[config.mk]
export PLATFORM = sky130hd
export DESIGN_NAME = pv_sem_cell
export DESIGN_NICKNAME = d
export VERILOG_FILES = /design/src/rtl/pv_sem_pkg.sv /design/src/rtl/pv_count_unit.sv /design/src/rtl/pv_wait_tracker.sv /design/src/rtl/pv_sem_cell.sv
export SDC_FILE = /design/constraint.sdc
export NUM_CORES = 1
export LEC_CHECK = 0
export BUFFER_PORTS_ARGS = -buffer_cell sky130_fd_sc_hd__buf_2
export CORE_AREA = 8 8 82 84
export DETAILED_ROUTE_END_ITERATION = 10
export DIE_AREA = 0 0 90 92
export PLACE_DENSITY = 0.69
export SLEW_MARGIN = 10
export SYNTH_ARGS = -nofsm -noshare
export SYNTH_HDL_FRONTEND = slang
export SYNTH_HIERARCHICAL = 1
export SYNTH_SLANG_ARGS = --single-unit
[constraint.sdc]
create_clock -name clk -period 3.1 [get_ports clk]
set_input_delay 0.155 -clock clk [delete_from_list [all_inputs] [get_ports clk]]
set_output_delay 0.155 -clock clk [all_outputs]
set_load 0.02 [all_outputs]
[src/rtl/pv_sem_pkg.sv]
package pv_sem_pkg;
  typedef enum logic {
    VIEW_WAIT = 1'b0,
    VIEW_TRY  = 1'b1
  } pv_view_e;

  typedef struct packed {
    logic     take;
    logic     give;
    pv_view_e view;
  } pv_op_t;
endpackage

[src/rtl/pv_count_unit.sv]
module pv_count_unit
  import pv_sem_pkg::*;
#(
  parameter int CNT_W = 16
) (
  input  logic [CNT_W-1:0] cnt_q,
  input  pv_op_t           op,
  output logic [CNT_W-1:0] cnt_d,
  output logic [CNT_W-1:0] rsp_data_d,
  output logic             stall_d,
  output logic             rise_from_zero
);
  logic at_zero;
  logic at_max;

  assign at_zero = (cnt_q == '0);
  assign at_max  = &cnt_q;

  always_comb begin
    cnt_d          = cnt_q;
    rsp_data_d     = cnt_q;
    stall_d        = 1'b0;
    rise_from_zero = 1'b0;
    if (op.take) begin
      if (!at_zero) begin
        cnt_d = cnt_q - CNT_W'(1);
      end else if (op.view == VIEW_WAIT) begin
        stall_d = 1'b1;
      end
    end else if (op.give) begin
      if (!at_max) begin
        cnt_d = cnt_q + CNT_W'(1);
      end
      rise_from_zero = at_zero;
    end
  end
endmodule

[src/rtl/pv_wait_tracker.sv]
module pv_wait_tracker #(
  parameter int NTHR  = 4,
  parameter int TID_W = 2
) (
  input  logic             clk,
  input  logic             rst_n,
  input  logic             mark_en,
  input  logic [TID_W-1:0] mark_tid,
  input  logic             release_en,
  output logic [NTHR-1:0]  map_q,
  output logic [NTHR-1:0]  wake_q
);
  logic [NTHR-1:0] map_d;
  logic [NTHR-1:0] wake_d;
  logic            map_ce;

  assign map_ce = mark_en | release_en;

  for (genvar i = 0; i < NTHR; i++) begin : g_bit
    always_comb begin
      if (release_en) begin
        map_d[i] = 1'b0;
      end else begin
        map_d[i] = map_q[i] | (mark_en && (mark_tid == TID_W'(i)));
      end
      wake_d[i] = release_en & map_q[i];
    end
  end

  always_ff @(posedge clk or negedge rst_n) begin
    if (!rst_n) begin
      map_q <= '0;
    end else if (map_ce) begin
      map_q <= map_d;
    end
  end

  always_ff @(posedge clk or negedge rst_n) begin
    if (!rst_n) begin
      wake_q <= '0;
    end else begin
      wake_q <= wake_d;
    end
  end
endmodule

[src/rtl/pv_sem_cell.sv]
module pv_sem_cell
  import pv_sem_pkg::*;
#(
  parameter int NTHR  = 4,
  parameter int CNT_W = 16,
  localparam int TID_W = (NTHR > 1) ? $clog2(NTHR) : 1
) (
  input  logic             clk,
  input  logic             rst_n,
  input  logic             req_valid,
  input  logic [TID_W-1:0] req_tid,
  input  logic             req_write,
  input  logic             req_try,
  output logic             rsp_valid,
  output logic [CNT_W-1:0] rsp_data,
  output logic             rsp_blocked,
  output logic [NTHR-1:0]  blocked_map,
  output logic [NTHR-1:0]  wake_pulse,
  output logic             tag_fifo_type
);
  pv_op_t           op;
  logic [CNT_W-1:0] cnt_q;
  logic [CNT_W-1:0] cnt_d;
  logic [CNT_W-1:0] rsp_data_d;
  logic             stall_d;
  logic             rise_from_zero;
  logic             rsp_valid_q;
  logic [CNT_W-1:0] rsp_data_q;
  logic             rsp_blocked_q;

  always_comb begin
    op.take = req_valid & ~req_write;
    op.give = req_valid &  req_write;
    op.view = req_try ? VIEW_TRY : VIEW_WAIT;
  end

  pv_count_unit #(.CNT_W(CNT_W)) u_count (
    .cnt_q          (cnt_q),
    .op             (op),
    .cnt_d          (cnt_d),
    .rsp_data_d     (rsp_data_d),
    .stall_d        (stall_d),
    .rise_from_zero (rise_from_zero)
  );

  pv_wait_tracker #(.NTHR(NTHR), .TID_W(TID_W)) u_wait (
    .clk        (clk),
    .rst_n      (rst_n),
    .mark_en    (stall_d),
    .mark_tid   (req_tid),
    .release_en (rise_from_zero),
    .map_q      (blocked_map),
    .wake_q     (wake_pulse)
  );

  always_ff @(posedge clk or negedge rst_n) begin
    if (!rst_n) begin
      cnt_q <= '0;
    end else if (req_valid) begin
      cnt_q <= cnt_d;
    end
  end

  always_ff @(posedge clk or negedge rst_n) begin
    if (!rst_n) begin
      rsp_valid_q <= 1'b0;
    end else begin
      rsp_valid_q <= req_valid;
    end
  end

  always_ff @(posedge clk or negedge rst_n) begin
    if (!rst_n) begin
      rsp_data_q    <= '0;
      rsp_blocked_q <= 1'b0;
    end else if (req_valid) begin
      rsp_data_q    <= rsp_data_d;
      rsp_blocked_q <= stall_d;
    end
  end

  assign rsp_valid     = rsp_valid_q;
  assign rsp_data      = rsp_data_q;
  assign rsp_blocked   = rsp_blocked_q & rsp_valid_q;
  assign tag_fifo_type = 1'b0;
endmodule

# [Word level (Yosys, flattened, before mapping)]
# Index checks and enable logic that the tools add are counted.
[totals] reg_bits=42 latchBits=0 ram_bits=0 rom_bits=0 in_bits=7 n_memories=0
[op_classes] add_sub_neg=2 multipliers=0 n_div=0 order_cmp=0 eq_ne=5 n_shift=0 mux=14 bitwise=13 reduce_logical=9
[ops] cell="2-to-1 mux 16 bit" count=4
[ops] cell="adder 16 x 1 -> 16 bit (second input constant)" count=1
[ops] cell="zero test 16 bit" count=1
[ops] cell="AND reduction 16 bit" count=1
[ops] cell="subtractor 16 x 1 -> 16 bit (second input constant)" count=1
[ops] cell="2-to-1 mux 1 bit" count=10
[ops] cell="bitwise AND 1 bit" count=7
[ops] cell="bitwise OR 1 bit" count=5
[ops] cell="== test 2 bit (second input constant)" count=2
[ops] cell="logical AND 1 bit" count=4
[ops] cell="inequality test 2 bit (second input constant)" count=2
[ops] cell="AND reduction 4 bit" count=1
[ops] cell="== test 2 x 1 -> 1 bit (second input constant)" count=1
[ops] cell="zero test 2 bit" count=1
[ops] cell="nonzero test 2 bit" count=1
[ops] cell="inverter 1 bit" count=1

# [Longest topological paths before layout]
[depth] depth_word=7 ltp_mapped=10

# [Modules after synthesis]
# The synthesis kept the hierarchy.
[modules_own_cells] module="pv_sem_cell" n_inst=1 cells_each=76 area_per_inst_um2=1423.9 seq_area_each_um2=850.8
[modules_own_cells] module="pv_count_unit" n_inst=1 cells_each=128 area_per_inst_um2=898.4 seq_area_each_um2=0.0
[modules_own_cells] module="pv_wait_tracker" n_inst=1 cells_each=23 area_per_inst_um2=285.3 seq_area_each_um2=200.2

# [Worst setup path before layout]
# No wires, ideal clock.
[synth_path] path_type="flip-flop to flip-flop" startpoint="register cnt_q[7]" endpoint="register cnt_q[14]" setup_time_ns=0.125 arrival_ns=2.047 required_ns=2.975 path_slack_ns=0.928 path_stages_with_launch=7 synth_period_minus_slack_ns=2.172 path_cell_list="dfrtp_1 > nor4_4 > nand4_2 > or4_4 > o22a_1 > a21o_1 > mux2_4"
[synth_via] elab_chain_len=4
[synth_lines] item="start: declaration" line_no="pv_sem_cell.sv:22" text="logic [CNT_W-1:0] cnt_q;"
[synth_lines] item="start signal: assignment" line_no="pv_sem_cell.sv:60" text="cnt_q <= cnt_d;"
[synth_lines] item="adder 16 x 1 -> 16 bit" line_no="pv_count_unit.sv:32" text="cnt_d = cnt_q + CNT_W'(1);"
[synth_lines] item="2-to-1 mux 16 bit" line_no="pv_count_unit.sv:31" text="if (!at_max) begin"
[synth_lines] item="2-to-1 mux 16 bit" line_no="pv_count_unit.sv:30" text="end else if (op.give) begin"
[synth_lines] item="2-to-1 mux 16 bit (*)" line_no="pv_count_unit.sv:24" text="if (op.take) begin"
[synth_lines] item="named net cnt_d[14]" line_no="pv_sem_cell.sv:23" text="logic [CNT_W-1:0] cnt_d;"
# The timed path passes the listed nets; every way through them passes the cells marked *. The select of a mux whose other input is x is not followed.
# A chain may end at the register's enable or synchronous reset.

# [Worst setup path after layout]
[layout_path] startpoint="register cnt_q[1]" endpoint="register cnt_q[14]"
# The elaborated chain is that of the path after synthesis.

==> impl_results.md <==
- CP Class: flip-flop to flip-flop
- Part of the power in combinational logic: 39.7%
- Peak supply drop: 422.5 uV
- HPWL after DPL: 3517 um
- Routed Antenna Nets: 0
- Global-route wire length before repair: 8728 um
- Final setup viols: 0
- CTS tree: done
- DRT Pass-1 Iters: 5
- Total track usage: 12.49%
- Final Slew Violations: 0
- Final hold violations: 0
- Row Count: 27
- Initial Utilization: 48.24%
- Root Buffer: clkbuf_8
- Clock latency on the worst-skew pair: 290 ps
- CP Data Arrival Time: 2590 ps
- #FFs+latches synth: 42
- Max Clk Rate: 0.4148 GHz
- Reg2Reg Capture Point: cnt_q[14]$_DFFE_PN0P_
- Slowest cell on crit path: or4_4
- IO Port Bufs: 32
- Ys async rst share: 100.0%
- FF/Latch Area: 1051 um2
- Status: finished clean
- Mean post-synth cell area: 11.49 um2
- Min cycle time layout: 2411 ps
- Crit path largest cell delay: 520 ps
- Max clock buf depth: 2
- # hold bufs at CTS: 0
- Vias: 1,740
- Register area share after synthesis: 40.31%
- Part of the power in the clock network: 15.4%
- Slew Limit Headroom: 38.00%
- RSZ-0062 raised after global routing: no
- Largest net degree at the start of global routing: 43
- Vias in the first global route: 1,816
- Worst Max-Slew Pin Slew: 930.0 ps
- Most frequent cells in the layout: dfrtp_1, buf_2, mux2_4, nor2_1
- Worst flop-to-flop path startpoint: cnt_q[1]$_DFFE_PN0P_
- Crit path buf inv count: 0
- Core box area: 5405 um2
- Vias per cell: 5.506
- Setup_tns: 0 ps
- Int Pwr: 1.417 mW
- Required time worst endpoint: 3280 ps
- Post-CTS Setup Bufs: 0
- Cts repair resizes: 0
- Final core occ: 50.86%
- Full die area: 8280 um2
- Die width: 90 um
- Diode count: 0
- Setup WS pre-CTS: 734.9 ps
- I/O pin total: 34
- Total CTS buffers: 5
- Max Cap Violations: 0
- Crit Path Max Fanout: 9
- Synth warnings: 6
- R2R Setup Slk: 690 ps
- Initial antenna violation count: 0
- Share of cells above drive strength 1: 35.66%
- Gpl congestion: 0.9040
- Gate Count Post-Synth: 227
- PwrDens: 848.1 nW/um2
- Type of origin of the critical path: flip-flop
- Post-synth EDFFs: 0
- Starting DRT DRC Count: 168
- Worst Setup End Kind: flip-flop
- P_leak: 1.247 nW
- Most common flop cell mapped by yosys: dfrtp_1
- CTS Sinks: 42
- Cell family with most CP delay: simple AND/OR/NAND/NOR gates
- Drt drc: 0
- Clock transition at path regs: 80 ps
- Post-route clock period utilization: 77.77%
- Mapped cell area: 2608 um2
- Post-DR wirelength/cell: 15.72 um
- Max H-tree Level: 2
- Die Y-Extent: 92 um
- Area Growth Syn to Fin: 5.422%
- Filler Cell Count: 516
- Sequential power share: 44.9%
- Final worst slack: 689.2 ps
- Commonest non-fill, non-tap cell in the layout: dfrtp_1
- Clk_skew: 5.652 ps
- Switch share: 39.22%
- R2R depth: 7
- DRT Wirelength: 4968 um
- Net Sw Power: 0.9144 mW
- Gr ovfl total: 0
- Unique masters post-synth: 51
- NumNets Final: 253
- Critical Path, Cell by Cell: ha_1 -> and4_1 -> nand2_1 -> or4_4 -> o22a_1 -> a21o_1 -> mux2_4
- Multi-input combinational cell area: 1304 um2
- Worst Hold Class: primary input to async pin
- Syn nets: 237
-- worst max-delay path by stage --
stage / from / end / slack, ps / depth (start not counted)
after floorplan: cnt_q[7]$_DFFE_PN0P_ / cnt_q[14]$_DFFE_PN0P_ / 930 / 6
final: cnt_q[1]$_DFFE_PN0P_ / cnt_q[14]$_DFFE_PN0P_ / 690 / 7
after global placement: cnt_q[7]$_DFFE_PN0P_ / cnt_q[14]$_DFFE_PN0P_ / 730 / 6
after detailed placement: cnt_q[1]$_DFFE_PN0P_ / cnt_q[1]$_DFFE_PN0P_ / 730 / 6
after CTS: cnt_q[1]$_DFFE_PN0P_ / cnt_q[1]$_DFFE_PN0P_ / 710 / 6
after global routing: cnt_q[0]$_DFFE_PN0P_ / u_wait/map_q[0]$_DFFE_PN0P_ / 430 / 7
-- metrics by stage --
step	instance area (um2)	hold WS, ps	total power, mW	cells
detailed placement	2658	360.2	1.977	308
finish	2749	2.568	2.331	316
CTS	2749	38.58	2.357	316
global placement	2658	353.9	1.962	308
floorplan	2608	-140.6	1.865	227
global route	2749	80.94	2.496	316
-- worst reg2reg max path: stages (launching register included) --
cell     delay, ps
dfrtp_1        490
ha_1           280
and4_1         270
nand2_1        140
or4_4          520
o22a_1         180
a21o_1         180
mux2_4         250
-- synth_stat cells (4+ instances only) --
master / count / share of area [%]
dfrtp_1: 42 / 40
mux2_4: 28 / 16
buf_4: 17 / 4.9
nor2_1: 10 / 1.4
a21oi_1: 8 / 1.5
inv_1: 8 / 1.2
nand2_1: 8 / 1.2
xnor2_1: 8 / 2.7
and2_1: 7 / 1.7
nand3_1: 7 / 1.3
nand4_1: 6 / 1.4
nor4_1: 6 / 1.4
mux2_2: 5 / 2.2
and4_1: 4 / 1.3
xor2_1: 4 / 1.3
-- power by group through the flow --
stage | logic [mW] | registers, mW | clock network [mW]
global placement | 0.917 | 1.05 | 0
finish | 0.925 | 1.05 | 0.359
detailed placement | 0.925 | 1.05 | 0
CTS | 0.931 | 1.05 | 0.378
global route | 1.00 | 1.09 | 0.401
floorplan | 0.780 | 1.08 | 0
-- sequential cells by signal (all words and copies together), names as in the netlist --
| name | flops |
|---|---|
| rsp_valid | 1 |
| rsp_blocked_q | 1 |
| u_wait/wake_q | 4 |
| cnt_q | 16 |
| u_wait/map_q | 4 |
| rsp_data | 16 |
-- kinds of logic after synthesis --
| logic type | count (synthesis) | synth area share (%) |
|---|---|---|
| compound gates | 32 | 9.022 |
| simple gates | 70 | 17.08 |
| xor+xnor | 12 | 4.031 |
| mux | 33 | 18.28 |
| flops | 42 | 40.31 |
| buf+inv | 34 | 9.693 |
| other cells | 1 | 0.1438 |
| fa+ha+maj | 3 | 1.440 |
-- routing by layer --
layer / part of all wire, % / wire length [um] / GRT usage, %
met1: 48 / 2370 / 15.90
met2: 46 / 2263 / 19.75
met3: 5.3 / 261 / 3.749
met4: 1.5 / 73 / 4.300
met5: 0 / 0 / 0
-- cell type report --
cell class              count  area share (%)
multi-input cells         151           47.43
flip-flops and latches     42           38.23
repair buffers             35           6.645
well taps                  72           3.277
clock buffers               7           3.141
inverters                   8           1.092
clock inverters             1          0.1821
No activity file was read; power rests on OpenSTA's default activity.
